==> src/rtl/fg_pkg.sv <==
package fg_pkg;
   typedef enum logic [1:0] {
      ST_IDLE  = 2'd0,
      ST_AUX   = 2'd1,
      ST_HOLD  = 2'd2,
      ST_FRAME = 2'd3
   } fg_state_e;

   localparam int OFS_RUN  = 0;
   localparam int OFS_BUSY = 1;
   localparam int OFS_USER = 2;
endpackage

==> src/rtl/fg_skid.sv <==
module fg_skid #(
   parameter int W     = 26,
   parameter int DEPTH = 2
) (
   input  logic         clk,
   input  logic         rst_n,
   input  logic         in_valid,
   output logic         in_ready,
   input  logic [W-1:0] in_word,
   output logic         head_valid,
   input  logic         head_ready,
   output logic [W-1:0] head_word
);
   localparam int PW = (DEPTH > 1) ? $clog2(DEPTH) : 1;
   localparam int CW = $clog2(DEPTH + 1);

   generate
      if (DEPTH < 2 || (DEPTH & (DEPTH - 1)) != 0) begin : g_bad_depth
         $error("fg_skid: DEPTH must be a power of two, at least 2");
      end
   endgenerate

   logic [W-1:0]  mem [DEPTH];
   logic [PW-1:0] wp, rp;
   logic [CW-1:0] cnt;
   logic          push, pop;

   assign in_ready   = (cnt != CW'(DEPTH));
   assign head_valid = (cnt != '0);
   assign head_word  = mem[rp];
   assign push       = in_valid & in_ready;
   assign pop        = head_valid & head_ready;

   always_ff @(posedge clk) begin
      if (!rst_n) begin
         wp  <= '0;
         rp  <= '0;
         cnt <= '0;
      end else begin
         if (push) wp <= wp + 1'b1;
         if (pop)  rp <= rp + 1'b1;
         case ({push, pop})
            2'b10:   cnt <= cnt + 1'b1;
            2'b01:   cnt <= cnt - 1'b1;
            default: cnt <= cnt;
         endcase
      end
   end

   always_ff @(posedge clk) begin
      if (push) mem[wp] <= in_word;
   end
endmodule

==> src/rtl/fg_csr.sv <==
module fg_csr
   import fg_pkg::*;
#(
   parameter int ADDR_W    = 3,
   parameter int REG_W     = 16,
   parameter int N_USER    = 2,
   parameter int CLR_DELAY = 3
) (
   input  logic                      clk,
   input  logic                      rst_n,
   input  logic [ADDR_W-1:0]         csr_addr,
   input  logic                      csr_wr,
   input  logic                      csr_rd,
   input  logic [REG_W-1:0]          csr_wdata,
   output logic [REG_W-1:0]          csr_rdata,
   input  logic                      busy,
   output logic                      run,
   output logic                      init_done,
   output logic [N_USER*REG_W-1:0]   user_flat
);
   localparam int CW = $clog2(CLR_DELAY + 1);

   logic [CW-1:0]    init_cnt;
   logic             clr_pulse;
   logic [REG_W-1:0] rd_mux;

   assign clr_pulse = !init_done && (init_cnt == CW'(CLR_DELAY - 1));

   always_ff @(posedge clk) begin
      if (!rst_n) begin
         init_cnt  <= '0;
         init_done <= 1'b0;
      end else if (!init_done) begin
         if (clr_pulse) init_done <= 1'b1;
         else           init_cnt  <= init_cnt + 1'b1;
      end
   end

   // run bit has no reset value: it is forced low once the init count expires
   always_ff @(posedge clk) begin
      if (clr_pulse)
         run <= 1'b0;
      else if (csr_wr && csr_addr == ADDR_W'(OFS_RUN))
         run <= csr_wdata[0];
   end

   genvar g;
   generate
      for (g = 0; g < N_USER; g++) begin : g_user
         logic [REG_W-1:0] ureg;
         always_ff @(posedge clk) begin
            if (csr_wr && csr_addr == ADDR_W'(OFS_USER + g))
               ureg <= csr_wdata;
         end
         assign user_flat[g*REG_W +: REG_W] = ureg;
      end
   endgenerate

   always_comb begin
      rd_mux = '0;
      if (csr_addr == ADDR_W'(OFS_RUN))  rd_mux[0] = run;
      if (csr_addr == ADDR_W'(OFS_BUSY)) rd_mux[0] = busy;
      for (int i = 0; i < N_USER; i++) begin
         if (csr_addr == ADDR_W'(OFS_USER + i))
            rd_mux = user_flat[i*REG_W +: REG_W];
      end
   end

   always_ff @(posedge clk) begin
      if (!rst_n)      csr_rdata <= '0;
      else if (csr_rd) csr_rdata <= rd_mux;
   end
endmodule

==> src/rtl/fg_seq.sv <==
module fg_seq
   import fg_pkg::*;
#(
   parameter int TYPE_W = 4,
   parameter int CTRL_W = 32
) (
   input  logic              clk,
   input  logic              rst_n,
   input  logic              head_valid,
   input  logic              head_sop,
   input  logic              head_eop,
   input  logic [TYPE_W-1:0] head_type,
   input  logic              out_ready,
   input  logic              run_ok,
   input  logic [CTRL_W-1:0] user_flat,
   output logic              fwd,
   output logic              busy,
   output logic [CTRL_W-1:0] shadow
);
   fg_state_e state, state_nx;
   logic      img_hdr, pop, load;

   assign img_hdr = head_valid & head_sop & (head_type == '0);
   assign pop     = head_valid & fwd & out_ready;

   always_comb begin
      state_nx = state;
      fwd      = 1'b0;
      load     = 1'b0;
      case (state)
         ST_IDLE: begin
            if (img_hdr) begin
               state_nx = ST_HOLD;
            end else begin
               fwd = 1'b1;
               if (pop && head_sop && !head_eop) state_nx = ST_AUX;
            end
         end
         ST_AUX: begin
            fwd = 1'b1;
            if (pop && head_eop) state_nx = ST_IDLE;
         end
         ST_HOLD: begin
            if (run_ok) begin
               load     = 1'b1;
               state_nx = ST_FRAME;
            end
         end
         default: begin
            fwd = 1'b1;
            if (pop && head_eop) state_nx = ST_IDLE;
         end
      endcase
   end

   always_ff @(posedge clk) begin
      if (!rst_n) begin
         state  <= ST_IDLE;
         busy   <= 1'b0;
         shadow <= '0;
      end else begin
         state <= state_nx;
         if (load) begin
            busy   <= 1'b1;
            shadow <= user_flat;
         end else if (state == ST_FRAME && pop && head_eop) begin
            busy <= 1'b0;
         end
      end
   end
endmodule

==> src/rtl/frame_gate.sv <==
module frame_gate
   import fg_pkg::*;
#(
   parameter int DATA_W     = 24,
   parameter int TYPE_W     = 4,
   parameter int REG_W      = 16,
   parameter int N_USER     = 2,
   parameter int ADDR_W     = 3,
   parameter int CLR_DELAY  = 3,
   parameter int SKID_DEPTH = 2
) (
   input  logic                    clk,
   input  logic                    rst_n,
   input  logic [ADDR_W-1:0]       csr_addr,
   input  logic                    csr_wr,
   input  logic                    csr_rd,
   input  logic [REG_W-1:0]        csr_wdata,
   output logic [REG_W-1:0]        csr_rdata,
   input  logic                    in_valid,
   output logic                    in_ready,
   input  logic [DATA_W-1:0]       in_data,
   input  logic                    in_sop,
   input  logic                    in_eop,
   output logic                    out_valid,
   input  logic                    out_ready,
   output logic [DATA_W-1:0]       out_data,
   output logic                    out_sop,
   output logic                    out_eop,
   output logic [N_USER*REG_W-1:0] out_ctrl
);
   localparam int WORD_W = DATA_W + 2;
   localparam int CTRL_W = N_USER * REG_W;

   generate
      if (TYPE_W < 1 || TYPE_W > DATA_W) begin : g_bad_type
         $error("frame_gate: TYPE_W must lie in 1..DATA_W");
      end
      if (REG_W < 2) begin : g_bad_reg
         $error("frame_gate: REG_W must be at least 2");
      end
      if (N_USER < 1 || OFS_USER + N_USER > (1 << ADDR_W)) begin : g_bad_map
         $error("frame_gate: user registers do not fit the address space");
      end
      if (CLR_DELAY < 1) begin : g_bad_delay
         $error("frame_gate: CLR_DELAY must be at least 1");
      end
   endgenerate

   logic              head_valid, head_ready, fwd;
   logic [WORD_W-1:0] head_word;
   logic              run_w, busy_w, init_w;
   logic [CTRL_W-1:0] user_w;

   fg_skid #(.W(WORD_W), .DEPTH(SKID_DEPTH)) u_skid (
      .clk        (clk),
      .rst_n      (rst_n),
      .in_valid   (in_valid),
      .in_ready   (in_ready),
      .in_word    ({in_sop, in_eop, in_data}),
      .head_valid (head_valid),
      .head_ready (head_ready),
      .head_word  (head_word)
   );

   fg_csr #(.ADDR_W(ADDR_W), .REG_W(REG_W), .N_USER(N_USER),
            .CLR_DELAY(CLR_DELAY)) u_csr (
      .clk       (clk),
      .rst_n     (rst_n),
      .csr_addr  (csr_addr),
      .csr_wr    (csr_wr),
      .csr_rd    (csr_rd),
      .csr_wdata (csr_wdata),
      .csr_rdata (csr_rdata),
      .busy      (busy_w),
      .run       (run_w),
      .init_done (init_w),
      .user_flat (user_w)
   );

   fg_seq #(.TYPE_W(TYPE_W), .CTRL_W(CTRL_W)) u_seq (
      .clk        (clk),
      .rst_n      (rst_n),
      .head_valid (head_valid),
      .head_sop   (head_word[WORD_W-1]),
      .head_eop   (head_word[WORD_W-2]),
      .head_type  (head_word[TYPE_W-1:0]),
      .out_ready  (out_ready),
      .run_ok     (run_w & init_w),
      .user_flat  (user_w),
      .fwd        (fwd),
      .busy       (busy_w),
      .shadow     (out_ctrl)
   );

   assign out_valid  = head_valid & fwd;
   assign head_ready = fwd & out_ready;
   assign out_data   = head_word[DATA_W-1:0];
   assign out_sop    = head_word[WORD_W-1];
   assign out_eop    = head_word[WORD_W-2];
endmodule

==> config.mk <==
export PLATFORM = sky130hd
export DESIGN_NAME = frame_gate
export DESIGN_NICKNAME = d
export VERILOG_FILES = /design/src/rtl/fg_pkg.sv /design/src/rtl/fg_skid.sv /design/src/rtl/fg_csr.sv /design/src/rtl/fg_seq.sv /design/src/rtl/frame_gate.sv
export SDC_FILE = /design/constraint.sdc
export NUM_CORES = 1
export LEC_CHECK = 0
export BUFFER_PORTS_ARGS = -buffer_cell sky130_fd_sc_hd__buf_2
export CAP_MARGIN = 10
export CORE_ASPECT_RATIO = 0.9
export CORE_MARGIN = 2
export CORE_UTILIZATION = 41
export CTS_CLUSTER_DIAMETER = 60
export DETAILED_ROUTE_END_ITERATION = 7
export GPL_ROUTABILITY_DRIVEN = 1
export SYNTH_ARGS = -nofsm -noshare
export SYNTH_HDL_FRONTEND = slang
export SYNTH_HIERARCHICAL = 1
export SYNTH_SLANG_ARGS = --single-unit
export TNS_END_PERCENT = 50
==> constraint.sdc <==
create_clock -name clk -period 4.2 [get_ports clk]
set_clock_uncertainty 0.1 [all_clocks]
set_input_delay 0.42 -clock clk [delete_from_list [all_inputs] [get_ports clk]]
set_output_delay 0.42 -clock clk [all_outputs]
set_load 0.02 [all_outputs]
==> flow_summary_export.csv, run 1 <==
group,metric,value,unit
timing,rsz0062_at_grt,"no",
final_layout,synthToLayoutAreaGrowth,23.82,%
routing,drc,0,
routing,wire_per_inst,15.57,µm
floorplanning,start_util,0.4253,
global_route,grt_use_total,0.1643,
final_layout,final-seq-area,3724,µm²
clock_network,cts_tree,"built",
routing,via_per_inst,4.809,
run_status,outcome,"complete, no violations",
clock_network,root_buffer,"clkbuf_16",
routing,via_count,3419,
floorplanning,die_w,125.6,µm
floorplanning,row_count,39,
synthesis,synth_fp_nets,459,
clock_network,hold_buffers,0,
clock_network,insertion_delay,0.41,ns
clock_network,cts_setup_buffers,0,
final_layout,multi_input_area,1554,µm²
pwr,power,0.003693,W
routing,m1WireLength,4.948,mm
final_layout,finalInstanceArea,6758,µm²
routing,drtAntennaViolNets,0,
timing,layout_min_cycle_time,3.170,ns
timing,max_slew_margin,0.2822,
placed_design,gp_congestion,0.7333,
clock_network,clk_path_buf_depth,2,
global_route,grt_pass1_vias,3543,
routing,routed_wirelength,11.07,mm
synthesis,ys_warn_count,6,
placed_design,dp_cells,679,
routing,drtPass1Iterations,4,
clock_network,cts_made_buffers,17,
synthesis,synth_ff_type,"edfxtp_1",
final_layout,drive_gt1_frac,0.3528,
worst_setup_path,slowest_delay,0.71,ns
worst_setup_path,critPathArrivalTime,3.41,ns
worst_setup_path,path_buf_inv,0,
pwr,max-vdd-ir-drop,0.4400,mV
routing,met2WireLength,5.507,mm
synthesis,synth_seq_cells,144,
synthesis,yosys-top-cells-area,"edfxtp_1, dfxtp_1, mux2_2",
timing,fmax,0.3154,GHz
worst_setup_path,cp_slowest_cell,"dfxtp_1",
worst_setup_path,crit_family,"simple AND/OR/NAND/NOR gates",
floorplanning,coreArea,12830,µm²
timing,drv_slew,0,
clock_network,cts.sinks,144,
timing,setup_tns,0,ns
timing,finalSetupViolations,0,
worst_setup_path,path_cells,"mux2_2, or4_4, nor2_1, o21ai_0, and2_1, o21a_1, ha_1, or3_1, a21boi_1",
synthesis,yosysUniqueCellTypes,40,
synthesis,synth_top_area_share,0.4622,
placed_design,dpl-instance-area,6215,µm²
routing,drt_iter0_drc,221,
floorplanning,pin_count,127,
synthesis,synthArstFlopShare,0,
final_layout,fin_util,0.5266,
job,max_cap_viol_count,0,
placed_design,post-dp-hpwl,7.309,mm
synthesis,yosysTopAreaCell,"edfxtp_1",
final_layout,diodes,0,
synthesis,postSynthCellCount,406,
placed_design,io_buffers,126,
clock_network,clk_pin_slew_worst_paths,0.06,ns
synthesis,avgSynthCellArea,13.44,µm²
floorplanning,dieArea,14250,µm²
final_layout,stdcell_count,711,
timing,hold_viol,0,
routing,met3_length,475,µm
global_route,antenna_found_initial,1,
min_path,hold_class,"input pin to flop",
global_route,grt-ovfl-total,0,
pwr,p_leak,2.656,nW
pwr,power.density,546.5,nW/µm²
clock_network,h-tree-depth,4,
global_route,grt_max_degree,62,
worst_setup_path,start_kind,"flop",
worst_setup_path,end_kind,"flop",
final_layout,num-fill-cells,1138,
timing,tightest_slew,1.075,ns
synthesis,syn_area,5458,µm²
synthesis,synth.top_cells.by_count,"edfxtp_1, nand2_1, dfxtp_1",
final_layout,fin_nets,587,
routing,highest-signal-layer,"met5",
worst_setup_path,required,4.44,ns
clock_network,cts_resized,0,
synthesis,synth_seq_area_share,0.6823,
synthesis,synth.most_common_cell,"edfxtp_1",
global_route,grt_pass1_wl,18.13,mm
worst_setup_path,worstSetupPathType,"flop to flop",
synthesis,synth_edf_count,84,
worst_setup_path,path_max_fanout,13,
timing,period_share,0.7549,
floorplanning,chipHeight,113.5,µm
[cell type report]
| cell class | count | area share |
|---|---|---|
| clock buffer | 26 | 0.07536 |
| clock inverter | 6 | 0.004999 |
| inverter | 19 | 0.01055 |
| multi-input combinational | 222 | 0.2300 |
| sequential | 144 | 0.5510 |
| tap | 164 | 0.03036 |
| timing repair buffer | 130 | 0.09776 |
[kinds of logic (layout without fill, tap and decap cells)]
family / after synthesis / after routing / share of synthesized area
buf+inv: 40 / 181 / 0.03576
mux: 43 / 43 / 0.08711
compound gates: 62 / 62 / 0.08070
xor+xnor: 4 / 4 / 0.006418
fa+ha+maj: 2 / 2 / 0.004584
flops: 144 / 144 / 0.6823
simple gates: 111 / 111 / 0.1032
[flip-flops by register name (all words and copies together) (netlist names), 2 cells and up, named ones only]
register           flops
u_skid/mem            52
u_csr/g_user.ureg     32
u_seq/shadow          32
u_csr/csr_rdata       16
u_csr/init_cnt         2
u_seq/state            2
u_skid/cnt             2
[per-stage QoR]
stage	worst slack [ns]	hold WS, ns
6_report	1.030	0.09718
4_1_cts	0.9924	0.07633
3_5_place_dp	1.017	0.3437
3_3_place_gp	1.070	0.3414
5_1_grt	0.8143	0.07379
2_1_floorplan	1.176	0.3385
[power by group]
group	switching [W]	internal [W]	total, W
combinational	0.000366	0.000278	0.000644
clock	0.000530	0.000828	0.00136
sequential	0.0000630	0.00163	0.00169
[routing by layer]
layer	GRT usage	vias to the layer above
li1	-	1686
met1	0.2059	1650
met2	0.2732	69
met3	0.04878	12
met4	0.05778	2
met5	0	-
[layout by cell type (no fill, tap or decap), drive strengths merged]
| cell | count |
|---|---|
| or3 | 1 |
| and4b | 1 |
| nor3 | 1 |
| nor4bb | 1 |
| and3 | 2 |
| and2 | 20 |
| and3b | 1 |
| a21boi | 35 |
| a311oi | 1 |
| a22o | 1 |
| mux4 | 1 |
| clkinvlp | 2 |
| nor4b | 1 |
| mux2 | 26 |
| ha | 2 |
| o22ai | 15 |
| nor2b | 3 |
| nand4b | 1 |
| o21a | 2 |
| nand2 | 68 |
| clkbuf | 26 |
| nor4 | 1 |
| or4 | 1 |
| a21bo | 1 |
| o211a | 1 |
| dfxtp | 60 |
| buf | 130 |
| nand2b | 1 |
| o21ai | 4 |
| edfxtp | 84 |
| xnor2 | 4 |
| or2 | 1 |
| mux2i | 16 |
| inv | 19 |
| nor2 | 2 |
| a21oi | 2 |
| nand3b | 5 |
| clkinv | 4 |
[path summary, 6_finish.rpt]
check / from / to / slack (ns) / depth (start not counted)
setup / recovery: flop / u_skid/cnt[1]$_SDFFE_PN0P_ / 1.03 / 9
hold / removal: in_sop / u_skid/mem[0][25]$_DFFE_PP_ / 0.1 / 1
setup reg to reg: flop / u_skid/cnt[1]$_SDFFE_PN0P_ / 1.03 / 9
hold reg to reg: u_seq/shadow[29]$_SDFFE_PN0P_ / u_seq/shadow[29]$_SDFFE_PN0P_ / 0.35 / 2
(Power assumes the default switching activity.)
==> run 2: changes to the inputs <==
--- a/config.mk
+++ b/config.mk
@@ -13,6 +13,7 @@
 export CTS_CLUSTER_DIAMETER = 60
 export DETAILED_ROUTE_END_ITERATION = 7
 export GPL_ROUTABILITY_DRIVEN = 1
+export PLACE_DENSITY = 0.66
 export SYNTH_ARGS = -nofsm -noshare
 export SYNTH_HDL_FRONTEND = slang
 export SYNTH_HIERARCHICAL = 1
==> constraint.sdc (replaced) <==
create_clock -name clk -period 2.65 [get_ports clk]
set_clock_uncertainty 0.1 [all_clocks]
set_input_delay 0.265 -clock clk [delete_from_list [all_inputs] [get_ports clk]]
set_output_delay 0.265 -clock clk [all_outputs]
set_load 0.02 [all_outputs]
==> flow_summary_export.csv, run 2 (synthesis results as in run 1) <==
group,metric,value,unit
final_layout,diodes,0,
clock_network,root_buffer,"clkbuf_16",
worst_setup_path,ff2ff_setup_slack,-0.06,ns
routing,via_per_inst,4.736,
placed_design,io_buffers,126,
worst_setup_path,required,2.89,ns
final_layout,layout_commonest_cell,"buf_2",
pwr,max-vdd-ir-drop,0.4674,mV
worst_setup_path,start_kind,"flop",
timing,finalWorstSetupSlack,-0.05885,ns
pwr,p_leak,2.937,nW
timing,fmax,0.3692,GHz
worst_setup_path,crit_family,"simple AND/OR/NAND/NOR gates",
min_path,min_to,"u_csr/csr_rdata[0]$_SDFFE_PN0P_",
timing,period_share,1.022,
final_layout,synthToLayoutAreaGrowth,35.51,%
timing,hold_viol,0,
global_route,grt-ovfl-total,0,
timing,max_slew_margin,0.4721,
routing,routed_wirelength,11.61,mm
final_layout,largest_registers,"u_skid/mem: 52 flops, u_csr/g_user.ureg: 32 flops, u_seq/shadow: 32 flops",
floorplanning,die_w,125.6,µm
timing,layout_min_cycle_time,2.709,ns
floorplanning,coreArea,12830,µm²
timing,tightest_slew,0.7877,ns
clock_network,cts_made_buffers,17,
global_route,grt_use_total,0.1669,
run_status,violations,"setup timing",
placed_design,gp_congestion,0.7740,
routing,via_count,3623,
final_layout,fin_util,0.5763,
pwr,power.density,859.2,nW/µm²
floorplanning,pin_count,127,
worst_setup_path,path_buf_inv,1,
routing,drt_iter0_drc,139,
worst_setup_path,critPathArrivalTime,2.95,ns
worst_setup_path,r2r_end,"u_skid/cnt[1]$_SDFFE_PN0P_",
global_route,grt_pass1_vias,3713,
run_status,outcome,"complete, but fails checks",
worst_setup_path,slowest_delay,0.56,ns
clock_network,clk_pin_slew_worst_paths,0.06,ns
clock_network,clk_path_buf_depth,2,
final_layout,regMostFlops,"u_skid/mem",
placed_design,post-dp-hpwl,7.720,mm
min_path,worstHoldStart,"csr_addr[2]",
worst_setup_path,path_max_fanout,7,
clock_network,h-tree-depth,4,
timing,setup_tns,-0.05885,ns
routing,drtPass1Iterations,4,
final_layout,fin_nets,641,
worst_setup_path,worstSetupPathType,"flop to flop",
worst_setup_path,end_kind,"flop",
min_path,holdPathStages,3,
clock_network,cts.sinks,144,
worst_setup_path,path_cells,"buf_12, mux2_4, or4_4, nor2_4, o21ai_2, and2_1, o21a_1, ha_4, xnor2_1, or3_1, a21boi_1",
routing,wire_per_inst,15.18,µm
timing,rsz0062_at_grt,"yes",
routing,drc,0,
final_layout,drive_gt1_frac,0.3478,
floorplanning,row_count,39,
timing,drv_slew,0,
routing,drtAntennaViolNets,0,
global_route,grt_pass1_wl,18.27,mm
floorplanning,start_util,0.4253,
final_layout,layout_common_cells,"buf_2, edfxtp_1, nand2_1",
clock_network,insertion_delay,0.42,ns
floorplanning,chipHeight,113.5,µm
final_layout,largest_reg_flops,52,
timing,finalSetupViolations,1,
min_path,hold_class,"input pin to flop",
global_route,grt_max_degree,34,
worst_setup_path,ff2ff_path_depth,11,
worst_setup_path,cp_slowest_cell,"or4_4",
global_route,antenna_found_initial,0,
floorplanning,dieArea,14250,µm²
job,max_cap_viol_count,0,
clock_network,cts_tree,"built",
-- run 2: cell types whose count changed in the layout (fill, tap and decap cells not counted), sizes merged --
cell         delta
clkinv          +3
bufinv          +4
buf            +12
dlygate4sd3    +42
clkinvlp        -1
clkbuf          -6
-- run 2: area by class of cell --
type	instances	area (µm²)
repair buffers	184	1184
flip-flops and latches	144	3725
fillers	1064	5438
clock inverters	12	166.4
inverters	19	71.32
well taps	164	205.2
multi-input cells	222	1608
clock buffers	20	436.7
-- run 2: worst max path at each step --
stage	start	endpoint	slack, ns	cells after the start
final	flop	u_skid/cnt[1]$_SDFFE_PN0P_	-0.06	11
after global routing	flop	u_skid/cnt[1]$_SDFFE_PN0P_	-0.15	11
after CTS	flop	u_skid/cnt[1]$_SDFFE_PN0P_	-0.09	11
after detailed placement	flop	u_skid/cnt[1]$_SDFFE_PN0P_	-0.15	11
after global placement	flop	u_skid/cnt[1]$_SDFFE_PN0P_	-0.02	11
after floorplan	flop	u_skid/cnt[1]$_SDFFE_PN0P_	-0.13	12
-- run 2: worst reg2reg max path, delay by kind of cell, from the launching register on --
kind | cells | cell delay [ns]
XOR/XNOR | 1 | 0.12
AND/OR/NAND/NOR | 4 | 1.15
AO/OA/AOI/OAI | 3 | 0.36
flip-flops | 1 | 0.34
adder cells (fa/ha/maj) | 1 | 0.17
buffers and inverters | 1 | 0.12
multiplexers | 1 | 0.30
-- run 2: stage by stage --
stage | cells | power (W) | instance area (µm²) | hold slack (ns) | setup WS (ns)
floorplan | 406 | 0.003486 | 5504 | 0.2639 | -0.1299
global placement | 689 | 0.003841 | 6326 | 0.3393 | -0.02242
detailed placement | 689 | 0.003882 | 6326 | 0.3469 | -0.1508
CTS | 764 | 0.006367 | 7361 | 0.08611 | -0.08504
global route | 765 | 0.006604 | 7396 | 0.1291 | -0.1517
finish | 765 | 0.006355 | 7396 | 0.09975 | -0.05885
-- run 2: what timing repair did --
| action | 4_1_cts | 5_1_grt |
|---|---|---|
| gates resized for setup | 3 | 4 |
| endpoints found under the hold margin | 84 | 0 |
| pin swaps | 4 | 2 |
| setup buffers | 1 | 1 |
| hold buffers | 42 | 0 |
| endpoints found under the setup margin | 3 | 2 |
-- run 2: where the power goes --
group	total (W)	internal [W]	switching (W)	leakage, nW
clock network	0.00242	0.00156	0.000859	0.290
registers	0.00266	0.00258	0.0000832	1.26
logic	0.00127	0.000605	0.000667	1.38
total	0.00635	0.00475	0.00161	2.94
-- run 2: metal layers --
metal,vias up,routed length [µm],GRT usage
met3,19,413,0.03987
met2,71,5838,0.2850
met1,1731,5096,0.2002
met5,-,0,0
met4,0,265,0.08000
li1,1802,-,-
